File: src/rtl/ipi_tick_pkg.sv
package ipi_tick_pkg;
   localparam int DATA_W    = 64;
   localparam int OFS_W     = 12;
   localparam int ITI_LSB   = 4;
   localparam int IPI_LSB   = 8;
   localparam int REQ_LSB   = 12;
   localparam int ABW_LSB   = 16;
   localparam int ABT_LSB   = 20;
   localparam int ACL_BIT   = 20;
   localparam int FLD_W     = 4;
   localparam int REV_BIT   = 35;
   localparam int RW_LSB    = 40;
   localparam logic [OFS_W-1:0] CTRL_OFS = 12'h080;

   // Offset of a CPU's ignore counter; the split layout is fixed by the map.
   function automatic logic [OFS_W-1:0] cnt_ofs(input int idx);
      case (idx)
         0:       return 12'h380;
         1:       return 12'h3C0;
         2:       return 12'h700;
         default: return 12'h740;
      endcase
   endfunction
endpackage

File: src/rtl/ipi_tick_ctrl_word.sv
module ipi_tick_ctrl_word
   import ipi_tick_pkg::*;
#(
   parameter int NCPU = 4
) (
   input  logic              clk,
   input  logic              rst_n,
   input  logic              wr_en,
   input  logic [DATA_W-1:0] wdata,
   input  logic [NCPU-1:0]   tmr_set,
   output logic [DATA_W-1:0] word_q,
   output logic [NCPU-1:0]   tmr_q,
   output logic [NCPU-1:0]   ipi_q
);
   logic [NCPU-1:0]  tmr_r, tmr_n, ipi_r, ipi_n;
   logic [FLD_W-1:0] arb_lo_r, arb_lo_n, arb_hi_r, arb_hi_n, rw_r, rw_n;

   always_comb begin
      tmr_n    = tmr_r;
      ipi_n    = ipi_r;
      arb_lo_n = arb_lo_r;
      arb_hi_n = arb_hi_r;
      rw_n     = rw_r;
      if (wr_en) begin
         tmr_n = tmr_r & ~wdata[ITI_LSB +: NCPU];
         ipi_n = (ipi_r & ~wdata[IPI_LSB +: NCPU]) | wdata[REQ_LSB +: NCPU];
         if (wdata[ACL_BIT]) begin
            arb_lo_n = '0;
            arb_hi_n = '0;
         end
         arb_hi_n = arb_hi_n | wdata[ABT_LSB +: FLD_W];
         if (arb_lo_n == '0)
            arb_lo_n = wdata[ABW_LSB +: FLD_W];
         rw_n = wdata[RW_LSB +: FLD_W];
      end
      // a tick that sets the bit wins over a clear in the same cycle
      tmr_n = tmr_n | tmr_set;
   end

   always_ff @(posedge clk) begin
      if (!rst_n) begin
         tmr_r    <= '0;
         ipi_r    <= '0;
         arb_lo_r <= '0;
         arb_hi_r <= '0;
         rw_r     <= '0;
      end else begin
         tmr_r    <= tmr_n;
         ipi_r    <= ipi_n;
         arb_lo_r <= arb_lo_n;
         arb_hi_r <= arb_hi_n;
         rw_r     <= rw_n;
      end
   end

   always_comb begin
      word_q                    = '0;
      word_q[REV_BIT]           = 1'b1;
      word_q[ITI_LSB +: NCPU]   = tmr_r;
      word_q[IPI_LSB +: NCPU]   = ipi_r;
      word_q[ABW_LSB +: FLD_W]  = arb_lo_r;
      word_q[ABT_LSB +: FLD_W]  = arb_hi_r;
      word_q[RW_LSB +: FLD_W]   = rw_r;
   end

   assign tmr_q = tmr_r;
   assign ipi_q = ipi_r;

   logic unused_wdata;
   assign unused_wdata = ^{wdata[63:44], wdata[39:24], wdata[3:0]};
endmodule

File: src/rtl/ipi_tick_ign_cnt.sv
module ipi_tick_ign_cnt #(
   parameter int CNT_W = 24
) (
   input  logic             clk,
   input  logic             rst_n,
   input  logic             wr_en,
   input  logic [CNT_W-1:0] wdata,
   input  logic             tick,
   output logic [CNT_W:0]   cnt_q,
   output logic             hit
);
   localparam int OVF = CNT_W;

   logic [CNT_W:0] cnt_r, dec, stepped;

   always_comb begin
      dec          = cnt_r - 1'b1;
      stepped      = dec;
      stepped[OVF] = dec[OVF] | cnt_r[OVF];
   end

   always_ff @(posedge clk) begin
      if (!rst_n)
         cnt_r <= '0;
      else if (wr_en)
         cnt_r <= {1'b0, wdata};
      else if (tick)
         cnt_r <= stepped;
   end

   assign hit   = tick & stepped[OVF];
   assign cnt_q = cnt_r;
endmodule

File: src/rtl/ipi_tick_rd_port.sv
module ipi_tick_rd_port
   import ipi_tick_pkg::*;
#(
   parameter int NCPU   = 4,
   parameter int CNT_W  = 24,
   parameter int ADDR_W = 12
) (
   input  logic                       clk,
   input  logic                       rst_n,
   input  logic                       rd_en,
   input  logic [ADDR_W-1:0]          addr,
   input  logic [1:0]                 cpu_idx,
   input  logic [DATA_W-1:0]          word_q,
   input  logic [NCPU*(CNT_W+1)-1:0]  cnt_flat,
   output logic                       rd_valid,
   output logic [DATA_W-1:0]          rd_data
);
   localparam int CW = CNT_W + 1;

   logic [DATA_W-1:0] mux;

   always_comb begin
      mux = '0;
      if (addr == ADDR_W'(CTRL_OFS))
         mux = {word_q[DATA_W-1:2], cpu_idx};
      for (int i = 0; i < NCPU; i++)
         if (addr == ADDR_W'(cnt_ofs(i)))
            mux = DATA_W'(cnt_flat[i*CW +: CW]);
   end

   always_ff @(posedge clk) begin
      if (!rst_n) begin
         rd_valid <= 1'b0;
         rd_data  <= '0;
      end else begin
         rd_valid <= rd_en;
         if (rd_en)
            rd_data <= mux;
      end
   end
endmodule

File: src/rtl/ipi_tick_ctrl.sv
module ipi_tick_ctrl
   import ipi_tick_pkg::*;
#(
   parameter int NCPU   = 4,
   parameter int CNT_W  = 24,
   parameter int ADDR_W = 12
) (
   input  logic              clk,
   input  logic              rst_n,
   input  logic              reg_wr,
   input  logic              reg_rd,
   input  logic [ADDR_W-1:0] reg_addr,
   input  logic [DATA_W-1:0] reg_wdata,
   input  logic [1:0]        reg_cpu,
   output logic              rd_valid,
   output logic [DATA_W-1:0] rd_data,
   input  logic              tick_in,
   output logic [NCPU-1:0]   ipi_o,
   output logic [NCPU-1:0]   timer_irq_o
);
   localparam int CW = CNT_W + 1;

   if (NCPU < 1 || NCPU > FLD_W) begin : g_bad_ncpu
      $error("NCPU must lie in 1..4");
   end
   if (CNT_W < 2 || CNT_W > ABW_LSB + 8) begin : g_bad_cntw
      $error("CNT_W out of range");
   end
   if (ADDR_W < OFS_W) begin : g_bad_addrw
      $error("ADDR_W must cover the register map");
   end

   logic                      tick_q, tick_rise, word_wr;
   logic [NCPU-1:0]           cnt_wr, hit;
   logic [NCPU*CW-1:0]        cnt_flat;
   logic [DATA_W-1:0]         word_q;
   logic [NCPU-1:0]           tmr_q, ipi_q;

   always_ff @(posedge clk) begin
      if (!rst_n) tick_q <= 1'b0;
      else        tick_q <= tick_in;
   end
   assign tick_rise = tick_in & ~tick_q;
   assign word_wr   = reg_wr && (reg_addr == ADDR_W'(CTRL_OFS));

   for (genvar g = 0; g < NCPU; g++) begin : g_cpu
      assign cnt_wr[g] = reg_wr && (reg_addr == ADDR_W'(cnt_ofs(g)));
      ipi_tick_ign_cnt #(.CNT_W(CNT_W)) cnt_i (
         .clk   (clk),
         .rst_n (rst_n),
         .wr_en (cnt_wr[g]),
         .wdata (reg_wdata[CNT_W-1:0]),
         .tick  (tick_rise),
         .cnt_q (cnt_flat[g*CW +: CW]),
         .hit   (hit[g])
      );
   end

   ipi_tick_ctrl_word #(.NCPU(NCPU)) word_i (
      .clk     (clk),
      .rst_n   (rst_n),
      .wr_en   (word_wr),
      .wdata   (reg_wdata),
      .tmr_set (hit),
      .word_q  (word_q),
      .tmr_q   (tmr_q),
      .ipi_q   (ipi_q)
   );

   ipi_tick_rd_port #(.NCPU(NCPU), .CNT_W(CNT_W), .ADDR_W(ADDR_W)) rd_i (
      .clk      (clk),
      .rst_n    (rst_n),
      .rd_en    (reg_rd),
      .addr     (reg_addr),
      .cpu_idx  (reg_cpu),
      .word_q   (word_q),
      .cnt_flat (cnt_flat),
      .rd_valid (rd_valid),
      .rd_data  (rd_data)
   );

   assign ipi_o       = ipi_q;
   assign timer_irq_o = tmr_q;
endmodule

File: config.mk
export PLATFORM = sky130hd
export DESIGN_NAME = ipi_tick_ctrl
export DESIGN_NICKNAME = d
export VERILOG_FILES = /design/src/rtl/ipi_tick_pkg.sv /design/src/rtl/ipi_tick_ctrl_word.sv /design/src/rtl/ipi_tick_ign_cnt.sv /design/src/rtl/ipi_tick_rd_port.sv /design/src/rtl/ipi_tick_ctrl.sv
export SDC_FILE = /design/constraint.sdc
export NUM_CORES = 1
export LEC_CHECK = 0
export BUFFER_PORTS_ARGS = -buffer_cell sky130_fd_sc_hd__buf_2
export CORE_MARGIN = 2
export CORE_UTILIZATION = 24
export DETAILED_ROUTE_END_ITERATION = 7
export GPL_TIMING_DRIVEN = 0
export PLACE_DENSITY_LB_ADDON = 0.3
export SLEW_MARGIN = 25
export SYNTH_ARGS = -nofsm -noshare
export SYNTH_HDL_FRONTEND = slang
export SYNTH_SLANG_ARGS = --single-unit
File: constraint.sdc
create_clock -name clk -period 2.5 [get_ports clk]
set_input_delay 0.25 -clock clk [delete_from_list [all_inputs] [get_ports clk]]
set_output_delay 0.25 -clock clk [all_outputs]
set_load 0.02 [all_outputs]
# [Word-level counts from Yosys, hierarchy flattened]
# Cells that the tools add are included.
[totals] register_bits=186 out_inout_bits=73 word_cells=76
[classes] add_sub_neg=4 eq_ne=5 mux=19 bitwise=18 n_reduce_logical=14
[op_table] op="$mux W44" n=5
[op_table] op="$mux W24" n=8
[op_table] op="$sub A25 B1 Y25 const B" n=4
[op_table] op="$eq A12 B10 Y1 const B" n=2
[op_table] op="$eq A12 B11 Y1 const B" n=2
[op_table] op="$mux W4" n=6
[op_table] op="$eq A12 B8 Y1 const B" n=1
[op_table] op="$or A4 B4 Y4" n=3
[op_table] op="$and A4 B4 Y4" n=2
[op_table] op="$not A4 Y4" n=2
[op_table] op="$reduce_bool A2 Y1" n=4
[op_table] op="$reduce_or A2 Y1" n=4
[op_table] op="$and A1 B1 Y1" n=5
[op_table] op="$logic_and A1 B1 Y1" n=5
[op_table] op="$logic_not A4 Y1" n=1
[op_table] op="$or A1 B1 Y1" n=4
[op_table] op="$not A1 Y1" n=2

# [Longest topological paths before layout]
[logic_depth] depth_word=6 depth_mapped=8 mapped_depth_nobuf=7

# [Cells and area by module]
# From an unflattened synthesis, not the netlist that was laid out.
[unflattened] hier_cells=1157 area_unflattened_um2=10028.4
[modules_own_cells] mod="ipi_tick_ign_cnt" n_inst=4 cells_per_inst=157 area_per_inst_um2=1326.3 seq_area_each_um2=500.5
[modules_own_cells] mod="ipi_tick_rd_port" n_inst=1 cells_per_inst=378 area_per_inst_um2=3412.0 seq_area_each_um2=1301.2
[modules_own_cells] mod="ipi_tick_ctrl_word" n_inst=1 cells_per_inst=135 area_per_inst_um2=1173.6 seq_area_each_um2=400.4
[modules_own_cells] mod="ipi_tick_ctrl" n_inst=1 cells_per_inst=16 area_per_inst_um2=137.6 seq_area_each_um2=20.0

# [Worst setup path after synthesis]
# OpenSTA, ideal clock, no wires.
[synth_timing] kind="register to register" start="register g_cpu[2].cnt_i.cnt_r[5]" end="register g_cpu[2].cnt_i.cnt_r[21]" arrival_time_ps=1894 setup_slack_ps=473 path_stages_with_launch=7 n_path_buf=1 synth_period_minus_slack_ps=2027 cell_sequence="dfxtp_1 or4_4 or4_1 buf_4 nor4_4 xnor2_1 a21oi_1"
[synth_between] elab_chain_cells=3
[synth_rtl] element="from (decl)" line_no="ipi_tick_ign_cnt.sv:14" rtl="logic [CNT_W:0] cnt_r, dec, stepped;"
[synth_rtl] element="from (signal assigned)" line_no="ipi_tick_ign_cnt.sv:26" rtl="cnt_r <= {1'b0, wdata};"
[synth_rtl] element="from (signal assigned)" line_no="ipi_tick_ign_cnt.sv:28" rtl="cnt_r <= stepped;"
[synth_rtl] element="$sub A25 B1 Y25" line_no="ipi_tick_ign_cnt.sv:17" rtl="dec = cnt_r - 1'b1;"
[synth_rtl] element="$mux W24" line_no="ipi_tick_ign_cnt.sv:27" rtl="else if (tick)"
[synth_rtl] element="$mux W24" line_no="ipi_tick_ign_cnt.sv:25" rtl="else if (wr_en)"
# Every way passes these cells. The select of a mux whose other input is x is not followed.
# A chain may end at the register's enable or synchronous reset.

# [Final worst setup path]
[layout_timing] start="register tick_q" end="register g_cpu[1].cnt_i.cnt_r[21]"
[layout_between] elab_chain_cells=3
[layout_rtl] element="from (decl)" line_no="ipi_tick_ctrl.sv:33" rtl="logic tick_q, tick_rise, word_wr;"
[layout_rtl] element="from (signal assigned)" line_no="ipi_tick_ctrl.sv:41" rtl="else tick_q <= tick_in;"
[layout_rtl] element="$not A1 Y1" line_no="ipi_tick_ctrl.sv:43" rtl="assign tick_rise = tick_in & ~tick_q;"
[layout_rtl] element="$and A1 B1 Y1" line_no="ipi_tick_ctrl.sv:43"
[layout_rtl] element="$reduce_bool A2 Y1 (no line)"
[layout_rtl] element="to (signal assigned)" line_no="ipi_tick_ign_cnt.sv:26"
[layout_rtl] element="to (signal assigned)" line_no="ipi_tick_ign_cnt.sv:28"
[layout_rtl] element="to (decl)" line_no="ipi_tick_ign_cnt.sv:14"
# Every way passes these cells.

==> run summary <==
The flow ran to the end, and the final reports show no timing, DRC or antenna violations. In this run the critical register-to-register path is captured at g_cpu[1].cnt_i.cnt_q[21]$_SDFFE_PN0P_. Entering global routing, the biggest net connects 17 pins.

The clock insertion delay at the later pin of the skew report is 440 ps. The final weighted congestion in routability-driven placement came out at 0.963. The fraction of registers with async set or reset after synthesis is 0.

The count of endpoints failing setup in the final report is 0. The via density per instance is 5.09. The DRC marker count from the first detailed-route iteration is 869. The placed wire-length estimate is 26800 µm. The shortest clock period the worst path allows after layout came out at 2360 ps. The category of the worst setup path capture point is a flop. For hold timing, the worst endpoint is word_i.rw_r[3]$_SDFFE_PN0N_.

Measured along the x axis, the die boundary spans 192 µm. The most used flip-flop cell after synthesis is dfxtp_1. The synthesized netlist occupies a cell area of 8480 µm². The critical path start-end classification is flop to flop. The number of buffers created by CTS came out at 17. The number of antenna repair diodes came out at 0. The final net count is 1302. Of all nets on the critical path, the largest fanout is 7.

The register-to-register setup slack came out at 140 ps. In this run the most critical hold path is launched from reg_wdata[43]. Clock-pin slew was measured on the worst setup and hold paths at 60 ps.

The post-CTS repair timing setup buffer count is 0. The area share of the largest cell type after synthesis came out at 0.359. Yosys mapped a number of flops with a built-in enable equal to 0. For this run, the total global-route usage over all layers was measured as 0.186.

The origin of the worst setup path is tick_q$_SDFF_PN0_. TritonCTS built the clock tree. The post-layout instance area is 10200 µm². The analysis attributes to cell leakage a power of 3.95 nW. The number of buffers between clock root and the deepest sink is 2.

The slew at the pin closest to its max-slew limit came out at 892 ps. The number of slew-limit violations in the final report came out at 0. Measured in cells, the most critical reg-to-reg path has a length of 5.

The deepest level of the CTS H-tree came out at 4. The overall overflow remaining after global route is 0. The count of TritonRoute iterations in the first routing pass came out at 6. The total via count in the routed design came out at 8559.

From synthesis to final layout, the design area changed by 20.1%. The mean instance size in the synthesized netlist came out at 7.85 µm². The tightest min-delay check is of the input pin to flop type.

Once detail routing completed, the nets flagged for antenna violations numbered 0. In this run the tool buffered the top-level ports with 83 buffer cells. The highest achievable clock rate is 423 MHz. Sorting the synthesized cells by area gives the leading types as dfxtp_1, o21ai_0, a21oi_1, xnor2_1, nand2_1. The proportion of synthesized chip area in sequential cells is 0.359.

The sum of negative setup slack came out at 0 ps. The floorplan row count came out at 68. The first-pass GRT wire length is 50500 µm. After synthesis the netlist holds a flip-flop and latch count of 152. The max-capacitance violation count came out at 0. The endpoint arrival time on the critical path is 2670 ps.

The die extent in y came out at 192 µm. The cell depth of the worst hold path came out at 3. Once placement completed, the tool counted placed cells totaling 1651. The number of global-route vias before repair is 8067. Pin placement for this block handled 156 I/O pins. The Yosys step of the flow raised 0 warnings. The source of the worst register-to-register timing path is tick_q$_SDFF_PN0_. The power density of the placed cells came out at 766 nW/µm². Synthesis instantiated 59 different standard cells from the library.

The relative slew slack is 0.400. The worst IR drop on VDD came out at 0.491 mV. The clock tree root driver cell is clkbuf_16. The cell type contributing the most total cell area after synthesis is dfxtp_1. The starting density of the core is 0.245. The number of hold violations in the final report came out at 0. The final critical-path share of the clock period came out at 0.945. The number of antenna violations at the first check in global routing came out at 0. The standard cell area after detailed placement came out at 9600 µm².

The synthesized instance count came out at 1080. The required time at the endpoint of the critical path came out at 2800 ps. The worst setup skew after layout came out at 11.8 ps.

The number of standard cells in the final layout excluding fillers came out at 1683. The remaining design rule violation count is 0. The wire length reported by the detailed router is 34200 µm. The per-cell routed wire length came out at 20.3 µm. The count of fill cells added during filler insertion came out at 3731.

The layout cell share with drive strength beyond 1 came out at 0.151. Setup repair after global routing left no endpoint under its margin. The die covers 36900 µm². The standard cell core area came out at 34600 µm². The type of element launching the critical path is a flop.

The clock drives 152 sinks. The utilization of the core after routing is 0.294.
[flip-flops by register name (all words and copies together), names as in the netlist]
name and cells:
tick_q 1, rd_i.rd_valid 1, g_cpu.cnt_i.cnt_q 100, rd_i.rd_data 30
word_i.ipi_q 4, word_i.arb_hi_r 4, word_i.arb_lo_r 4, word_i.rw_r 4
word_i.tmr_q 4
[through the flow]
step / hold WS [ps] / worst slack [ps] / power [mW]
2_1_floorplan: 372 / 473 / 4.58
3_3_place_gp: 442 / -451 / 5.18
3_5_place_dp: 446 / -315 / 5.21
4_1_cts: 50.6 / 67.0 / 7.80
5_1_grt: 64.7 / 29.8 / 8.18
6_report: 62.0 / 137 / 7.80
[area by class of cell]
| cell class | instances | area [µm²] | area share |
|---|---|---|---|
| multi-input cells | 831 | 4930 | 0.484 |
| flip-flops and latches | 152 | 3040 | 0.299 |
| plain buffers | 118 | 613 | 0.0602 |
| well taps | 455 | 569 | 0.0559 |
| clock buffers | 20 | 457 | 0.0448 |
| repair buffers | 83 | 415 | 0.0408 |
| clock inverters | 12 | 119 | 0.0117 |
| inverters | 12 | 45.0 | 0.00442 |
[cells in the final DEF (no fill, tap or decap), drive strengths merged, types with 11 or more instances in the layout]
cell / netlist / routed
or4: 17 / 17
conb: 1 / 34
buf: 54 / 137
o21ai: 125 / 125
dfxtp: 152 / 152
nor3: 43 / 43
clkbuf: 64 / 84
nor4: 32 / 32
xor2: 23 / 23
o2bb2ai: 19 / 19
or3: 14 / 14
nand2: 95 / 95
o211a: 20 / 20
a21oi: 109 / 109
nand3: 35 / 35
xnor2: 60 / 60
nor2: 91 / 91
inv: 11 / 13
o221ai: 11 / 11
[synthesized netlist by cell type (8+ instances only)]
cell type    n
o211a_1     20
a21oi_1    109
o2bb2ai_1   19
dfxtp_1    152
o21ai_0    121
nor3_1      39
nand2_1     95
nor2b_1      8
nor4_1      26
inv_1       11
clkbuf_1    64
or4_1       15
or3_1       14
xor2_1      23
buf_4       43
o221ai_1    11
a221oi_1    10
xnor2_1     60
nand3_1     35
nor2_1      91
[timing repair]
item / CTS / global route
endpoints found under the setup margin: 0 / 7
resized for setup: 0 / 2
hold buffers: 0 / 0
[power by group]
group          leakage, nW  switching, mW  internal (mW)
logic                 2.45           1.22          0.864
registers             1.24          0.413           2.71
clock network        0.261           1.16           1.43
[routing by layer]
metal | global-route usage | part of all wire
met1 | 0.233 | 0.42
met4 | 0.0867 | 0.036
met2 | 0.314 | 0.49
met3 | 0.0256 | 0.061
met5 | 0 | 0
[worst max path at each step]
stage	to	slack, ps	cells after the start
floorplan	g_cpu[2].cnt_i.cnt_q[21]$_SDFFE_PN0P_	470	6
global placement	rd_i.rd_data[13]$_SDFFE_PN0P_	-450	7
detailed placement	rd_i.rd_data[20]$_SDFFE_PN0P_	-310	8
CTS	g_cpu[0].cnt_i.cnt_q[24]$_SDFFE_PP0P_	70	6
global route	g_cpu[3].cnt_i.cnt_q[12]$_SDFFE_PN0P_	30	7
finish	g_cpu[1].cnt_i.cnt_q[21]$_SDFFE_PN0P_	140	5
[worst max-delay path: stages (launching register included)]
cell,delay [ps]
dfxtp_1,400
nor4b_1,740
nand4_1,460
nor4_1,390
xnor2_1,160
a21oi_1,80
[logic make-up after synthesis]
| family | after synthesis | share of synthesized area |
|---|---|---|
| buffers and inverters | 130 | 0.0776 |
| AO/OA/AOI/OAI | 330 | 0.236 |
| multiplexers | 4 | 0.00472 |
| XOR/XNOR | 83 | 0.0857 |
| other | 1 | 0.000442 |
| AND/OR/NAND/NOR | 376 | 0.230 |
| adder cells (fa/ha/maj) | 4 | 0.00590 |
| flip-flops | 152 | 0.359 |
No activity file was read; power rests on OpenSTA's default activity.
